<file path="src/rtl/otp_pkg.sv">
package otp_pkg;
  typedef enum logic [1:0] {
    SQ_IDLE  = 2'd0,
    SQ_STEP1 = 2'd1,
    SQ_STEP2 = 2'd2,
    SQ_OTP   = 2'd3
  } seq_st_t;

  typedef enum logic [1:0] {
    SRC_ARRAY = 2'd0,
    SRC_ROW   = 2'd1,
    SRC_BLANK = 2'd2
  } src_t;

  localparam int unsigned CMD_AW = 12;
  localparam logic [CMD_AW-1:0] UNLK_ADDR_A = 12'h555;
  localparam logic [CMD_AW-1:0] UNLK_ADDR_B = 12'h2AA;
  localparam logic [7:0] UNLK_DATA_1 = 8'hAA;
  localparam logic [7:0] UNLK_DATA_2 = 8'h55;
  localparam logic [7:0] UNLK_DATA_3 = 8'h90;
  localparam logic [7:0] RETURN_DATA = 8'hF0;
  localparam logic [7:0] BLANK_BYTE  = 8'hFF;
endpackage

</file>
<file path="src/rtl/otp_cmd_seq.sv">
module otp_cmd_seq
  import otp_pkg::*;
#(
  parameter int unsigned ADDR_W = 12,
  parameter int unsigned DW     = 8
) (
  input  logic              clk,
  input  logic              rst,
  input  logic              wr_en,
  input  logic [ADDR_W-1:0] wr_addr,
  input  logic [DW-1:0]     wr_data,
  output logic              mode
);
  seq_st_t st_q;

  logic hit_a1, hit_b2, hit_a3, is_ret;

  always_comb begin
    is_ret = (wr_data == DW'(RETURN_DATA));
    hit_a1 = (wr_addr == ADDR_W'(UNLK_ADDR_A)) && (wr_data == DW'(UNLK_DATA_1));
    hit_b2 = (wr_addr == ADDR_W'(UNLK_ADDR_B)) && (wr_data == DW'(UNLK_DATA_2));
    hit_a3 = (wr_addr == ADDR_W'(UNLK_ADDR_A)) && (wr_data == DW'(UNLK_DATA_3));
  end

  always_ff @(posedge clk) begin
    if (rst) begin
      st_q <= SQ_IDLE;
    end else if (wr_en) begin
      if (is_ret) begin
        st_q <= SQ_IDLE;
      end else begin
        unique case (st_q)
          SQ_IDLE:  st_q <= hit_a1 ? SQ_STEP1 : SQ_IDLE;
          SQ_STEP1: st_q <= hit_b2 ? SQ_STEP2 : SQ_IDLE;
          SQ_STEP2: st_q <= hit_a3 ? SQ_OTP   : SQ_IDLE;
          SQ_OTP:   st_q <= SQ_OTP;
          default:  st_q <= SQ_IDLE;
        endcase
      end
    end
  end

  assign mode = (st_q == SQ_OTP);
endmodule

</file>
<file path="src/rtl/otp_row_store.sv">
module otp_row_store #(
  parameter int unsigned DEPTH = 64,
  parameter int unsigned DW    = 8,
  localparam int unsigned AW   = $clog2(DEPTH)
) (
  input  logic          clk,
  input  logic          ld_en,
  input  logic [AW-1:0] ld_addr,
  input  logic [DW-1:0] ld_data,
  input  logic          rd_en,
  input  logic [AW-1:0] rd_addr,
  output logic [DW-1:0] rd_q
);
  logic [DW-1:0] mem [DEPTH];

  always_ff @(posedge clk) begin
    if (ld_en) mem[ld_addr] <= ld_data;
  end

  always_ff @(posedge clk) begin
    if (rd_en) rd_q <= mem[rd_addr];
  end
endmodule

</file>
<file path="src/rtl/otp_read_path.sv">
module otp_read_path
  import otp_pkg::*;
#(
  parameter int unsigned DW = 8
) (
  input  logic          clk,
  input  logic          rst,
  input  logic          rd_en,
  input  src_t          src,
  input  logic [DW-1:0] arr_rdata,
  input  logic [DW-1:0] row_q,
  output logic [DW-1:0] rd_data,
  output logic          rd_valid
);
  logic          v1_q;
  src_t          src1_q;
  logic [DW-1:0] arr1_q;
  logic [DW-1:0] sel_d;

  always_ff @(posedge clk) begin
    if (rst) begin
      v1_q   <= 1'b0;
      src1_q <= SRC_ARRAY;
      arr1_q <= '0;
    end else begin
      v1_q <= rd_en;
      if (rd_en) begin
        src1_q <= src;
        arr1_q <= arr_rdata;
      end
    end
  end

  always_comb begin
    unique case (src1_q)
      SRC_ROW:   sel_d = row_q;
      SRC_BLANK: sel_d = DW'(BLANK_BYTE);
      default:   sel_d = arr1_q;
    endcase
  end

  always_ff @(posedge clk) begin
    if (rst) begin
      rd_valid <= 1'b0;
      rd_data  <= '0;
    end else begin
      rd_valid <= v1_q;
      if (v1_q) rd_data <= sel_d;
    end
  end
endmodule

</file>
<file path="src/rtl/otp_row_reader.sv">
module otp_row_reader
  import otp_pkg::*;
#(
  parameter int unsigned ADDR_W = 12,
  parameter int unsigned NSECT  = 8,
  parameter int unsigned DW     = 8,
  parameter int unsigned DEPTH  = 64,
  localparam int unsigned RAW   = $clog2(DEPTH)
) (
  input  logic              clk,
  input  logic              rst,
  input  logic              bus_wr,
  input  logic              bus_rd,
  input  logic [ADDR_W-1:0] bus_addr,
  input  logic [DW-1:0]     bus_wdata,
  input  logic [NSECT-1:0]  sect_sel,
  input  logic [DW-1:0]     arr_rdata,
  input  logic              ld_en,
  input  logic [RAW-1:0]    ld_addr,
  input  logic [DW-1:0]     ld_data,
  output logic [DW-1:0]     rd_data,
  output logic              rd_valid,
  output logic              otp_mode
);
  logic [DW-1:0] row_q;
  src_t          src_d;
  logic          any_sect;

  otp_cmd_seq #(.ADDR_W(ADDR_W), .DW(DW)) seq_i (
    .clk     (clk),
    .rst     (rst),
    .wr_en   (bus_wr),
    .wr_addr (bus_addr),
    .wr_data (bus_wdata),
    .mode    (otp_mode)
  );

  otp_row_store #(.DEPTH(DEPTH), .DW(DW)) row_i (
    .clk     (clk),
    .ld_en   (ld_en),
    .ld_addr (ld_addr),
    .ld_data (ld_data),
    .rd_en   (bus_rd),
    .rd_addr (bus_addr[RAW-1:0]),
    .rd_q    (row_q)
  );

  always_comb begin
    any_sect = |sect_sel;
    if (!otp_mode || !any_sect) src_d = SRC_ARRAY;
    else if (bus_addr[RAW])     src_d = SRC_BLANK;
    else                        src_d = SRC_ROW;
  end

  otp_read_path #(.DW(DW)) rp_i (
    .clk       (clk),
    .rst       (rst),
    .rd_en     (bus_rd),
    .src       (src_d),
    .arr_rdata (arr_rdata),
    .row_q     (row_q),
    .rd_data   (rd_data),
    .rd_valid  (rd_valid)
  );
endmodule

</file>
<file path="config.mk">
export PLATFORM = sky130hd
export DESIGN_NAME = otp_row_reader
export DESIGN_NICKNAME = d
export VERILOG_FILES = /design/src/rtl/otp_pkg.sv /design/src/rtl/otp_cmd_seq.sv /design/src/rtl/otp_row_store.sv /design/src/rtl/otp_read_path.sv /design/src/rtl/otp_row_reader.sv
export SDC_FILE = /design/constraint.sdc
export NUM_CORES = 1
export LEC_CHECK = 0
export ABC_CLOCK_PERIOD_IN_PS = 2050
export BUFFER_PORTS_ARGS = -buffer_cell sky130_fd_sc_hd__buf_2
export CAP_MARGIN = 5
export CORE_UTILIZATION = 56
export DETAILED_ROUTE_END_ITERATION = 8
export PLACE_DENSITY = 0.76
export SETUP_SLACK_MARGIN = 0.15
export SYNTH_ARGS = -nofsm -noshare
export SYNTH_HDL_FRONTEND = slang
export SYNTH_HIERARCHICAL = 1
export SYNTH_SLANG_ARGS = --single-unit
</file>
<file path="constraint.sdc">
create_clock -name clk -period 2.05 [get_ports clk]
set_input_delay 0.205 -clock clk [delete_from_list [all_inputs] [get_ports clk]]
set_output_delay 0.205 -clock clk [all_outputs]
set_load 0.02 [all_outputs]
</file>
==> implementation parameters <==
Parameter                              Value

Outcome
  Run status    finished clean

Worst hold path
  Tightest Hold Check Type    in2reg

Drt
  Detailed-route vias per instance    6.153
  Initial DRC count    1140
  DR DRC count    0
  DR pass1 iterations    6
  Detail-routed net length per standard cell    26.88 microns
  Detail Route Antenna Nets    0
  Sum of routed wire length over all layers    49650 microns
  Vias post-DR    11365

Synth
  Mapped cell area    21560 sq um
  Number of storage elements in the synthesis netlist    542
  Most instantiated flip-flop cell in the synthesis netlist    sky130_fd_sc_hd__edfxtp_1
  YS warnings    6
  Synthesized Nets    1123
  Count of mapped cells out of synthesis    1066
  Share of flip-flops with an asynchronous set or reset    0%
  Number of synthesized flops with an enable pin    520
  Count of unique library cells instantiated by Yosys    55
  Sequential fraction of the synthesis area    74.47%
  Post-synthesis area per instance    20.23 sq um

STA
  Final clock skew    0.01466 ns
  Slew Limit Headroom    58.76%
  Period minus WS final    1.999 ns
  Final setup viols    0
  Transition time at the pin with the least slew margin    0.6187 ns
  Count of final hold-check violations    0
  Number of slew-limit violations in the final report    0
  RSZ-0062 raised after global routing    true
  Fmax    0.5003 GHz
  Share of the clock period used by the worst path    97.50%

Place
  Input/output buffers    64
  Number of instances in the placed design    1738
  DP HPWL    31700 microns
  Placer Congestion    0.8554

Global route
  Gr usage total    26.51%
  Largest net degree at the start of global routing    65
  Leftover overflow at the end of global routing    0
  Antenna violations before repair    0
  Wire length of the first global-routing pass    74160 microns
  Vias in the first global route    11781

Critical path
  CP required    2.37 ns
  R2r setup slk    0.05 ns
  Data arrival time of the critical path    2.32 ns
  Kind of critical path    reg2reg
  Startpoint class of the critical path    flip-flop
  Critical Path Fanout Max    1
  Critical Path Sink Type    flip-flop

Final layout
  Filler cell count    2326
  Antenna Cells    0
  Net count, final    1352
  Share of layout cells above drive strength 1    35.93%
  Final Instance Count excl. Fillers    1847
  Commonest cells after routing, fill and taps aside    sky130_fd_sc_hd__edfxtp_1, sky130_fd_sc_hd__buf_4, sky130_fd_sc_hd__mux4_2
  Synth-to-Final Area Change    18.26%
  Most frequent standard cell in the layout excluding fill and tap cells    sky130_fd_sc_hd__edfxtp_1

Floorplan
  Boundary Pins    65
  Area of the core    37760 sq um
  Initial cell density of the core    57.11%
  Floorplan row count    71
  Die ar.    39290 sq um
  Die X-Extent    198.2 microns
  Die extent in y    198.2 microns

Pwr
  VDD IR-drop max    0.8757 mV
  Leakage power figure    8.435 nW
  Power density of the placed cells    914.4 nW/um^2
  Post-layout power    23.32 mW

CTS
  Source-to-sink clock delay at the later pin of the worst-skew pair    0.59 ns
  Number of sinks driven by the clock tree    542
  Number of clock buffers inserted by TritonCTS    53
  Bufs on Longest Clock Path    3
  CTS tree    done
  Clk Tree Root Cell    sky130_fd_sc_hd__clkbuf_16
  Clock Pin Slew Worst Setup and Hold Paths    0.06 ns
  CTS H-Tree Depth    2
  Post-CTS setup buffer count    0

Job
  Reported max-cap violation count    0
## final cells by class
type,instances,area (sq um),share of cell area [%]
Clock buffer,68,1425,5.589
Clock inverter,28,287.8,1.129
Inverter,4,15.01,0.05889
Multi-Input combinational cell,462,5259,20.63
Sequential cell,542,16060,62.97
Tap cell,511,639.4,2.508
Timing Repair Buffer,232,1815,7.120
## state kept, by name, summed over array words and instances, names as in the netlist
| name | flops |
|---|---|
| row_i/mem | 512 |
| row_i/rd_q | 8 |
| rp_i/arr1_q | 8 |
| rp_i/rd_data | 8 |
| rp_i/src1_q | 2 |
| seq_i/st_q | 2 |
| rp_i/rd_valid | 1 |
| rp_i/v1_q | 1 |
## worst paths after layout
check / start / to / cells past startpoint
setup / recovery: row_i/mem[20][4] / row_i/rd_q[4] / 5
hold / removal: bus_wr / seq_i/st_q[0] / 4
setup reg to reg: row_i/mem[20][4] / row_i/rd_q[4] / 5
hold reg to reg: rp_i/rd_data[4] / rp_i/rd_data[4] / 2
## critical path, stage by stage (launching register included)
cell	delay (ns)
sky130_fd_sc_hd__edfxtp_1	0.37
sky130_fd_sc_hd__mux4_2	0.47
sky130_fd_sc_hd__mux2_2	0.29
sky130_fd_sc_hd__o221a_4	0.28
sky130_fd_sc_hd__nor3_4	0.20
sky130_fd_sc_hd__o32ai_2	0.11
## synth_stat cells (3+ instances only)
master                        n  area, sq um
sky130_fd_sc_hd__nand2b_2     8        70.07
sky130_fd_sc_hd__nor3_1       7        35.03
sky130_fd_sc_hd__nand2_1     21        78.83
sky130_fd_sc_hd__nor2b_1     23        143.9
sky130_fd_sc_hd__a211oi_2     8        100.1
sky130_fd_sc_hd__o21ai_0      3        15.01
sky130_fd_sc_hd__nor4_1       3        18.77
sky130_fd_sc_hd__o2bb2ai_1    3        26.28
sky130_fd_sc_hd__mux2i_1     33        330.3
sky130_fd_sc_hd__a221oi_1     6        52.55
sky130_fd_sc_hd__edfxtp_1   520        15610
sky130_fd_sc_hd__nand4_1      4        25.02
sky130_fd_sc_hd__clkbuf_1    17        63.81
sky130_fd_sc_hd__buf_6        6        67.56
sky130_fd_sc_hd__nand2b_1    10        62.56
sky130_fd_sc_hd__dfxtp_1     22        440.4
sky130_fd_sc_hd__nand3_1     15        75.07
sky130_fd_sc_hd__a21oi_1      7        35.03
sky130_fd_sc_hd__o221ai_1     8        70.07
sky130_fd_sc_hd__o32ai_2      9        146.4
sky130_fd_sc_hd__buf_2       15        75.07
sky130_fd_sc_hd__inv_1        3        11.26
sky130_fd_sc_hd__nand4b_1     3        26.28
sky130_fd_sc_hd__buf_4       14        105.1
sky130_fd_sc_hd__a211oi_1     4        30.03
sky130_fd_sc_hd__nand3b_1     3        22.52
sky130_fd_sc_hd__a22oi_1      3        22.52
sky130_fd_sc_hd__o21ai_1      3        15.01
sky130_fd_sc_hd__nor2_1      96        360.4
sky130_fd_sc_hd__buf_1        4        15.01
sky130_fd_sc_hd__mux4_2     126         2838
sky130_fd_sc_hd__o2111ai_1    3        26.28
sky130_fd_sc_hd__mux2_2      13        146.4
sky130_fd_sc_hd__o22ai_1      8        50.05
## stage by stage
step	utilization [%]	setup TNS [ns]	hold WS, ns	setup WS (ns)	instance area (sq um)
5_1_grt	67.53	0	0.06209	0.01838	25500
3_5_place_dp	62.29	-2.471	0.4540	-0.4480	23520
4_1_cts	67.51	0	0.01459	0.1035	25490
3_3_place_gp	62.29	-2.411	0.4449	-0.4394	23520
6_report	67.53	0	0.04118	0.05123	25500
2_1_floorplan	-	0	0.3039	0.1555	21590
## where the power goes
part | total (mW) | leakage, nW | switching (mW) | internal (mW)
Combinational | 1.41 | 2.73 | 0.792 | 0.616
Clock | 9.63 | 0.838 | 3.98 | 5.64
Sequential | 12.3 | 4.86 | 0.0469 | 12.2
## layer usage
metal	up-vias	routed length [microns]	global-route usage, %
li1	4857	-	-
met1	5801	18830	35.89
met2	595	24570	43.79
met3	112	4494	4.224
met4	0	1748	9.934
met5	-	0	0
## timing repair
| item | 4_1_cts | 5_1_grt |
|---|---|---|
| endpoints found under the hold margin | 14 | 0 |
| resized for setup | 25 | 2 |
| endpoints found under the setup margin | 8 | 7 |
| pin swaps | 5 | 4 |
| hold buffers | 13 | 0 |
## kinds of logic (layout without fill, tap and decap cells)
logic type | Yosys count | in the layout | synth area share, %
compound gates | 79 | 79 | 3.308
fa+ha+maj | 2 | 2 | 0.1160
buf+inv | 62 | 332 | 1.770
flops | 542 | 542 | 74.47
mux | 172 | 172 | 15.37
simple gates | 209 | 209 | 4.967
No activity file was read; power rests on OpenSTA's default activity.
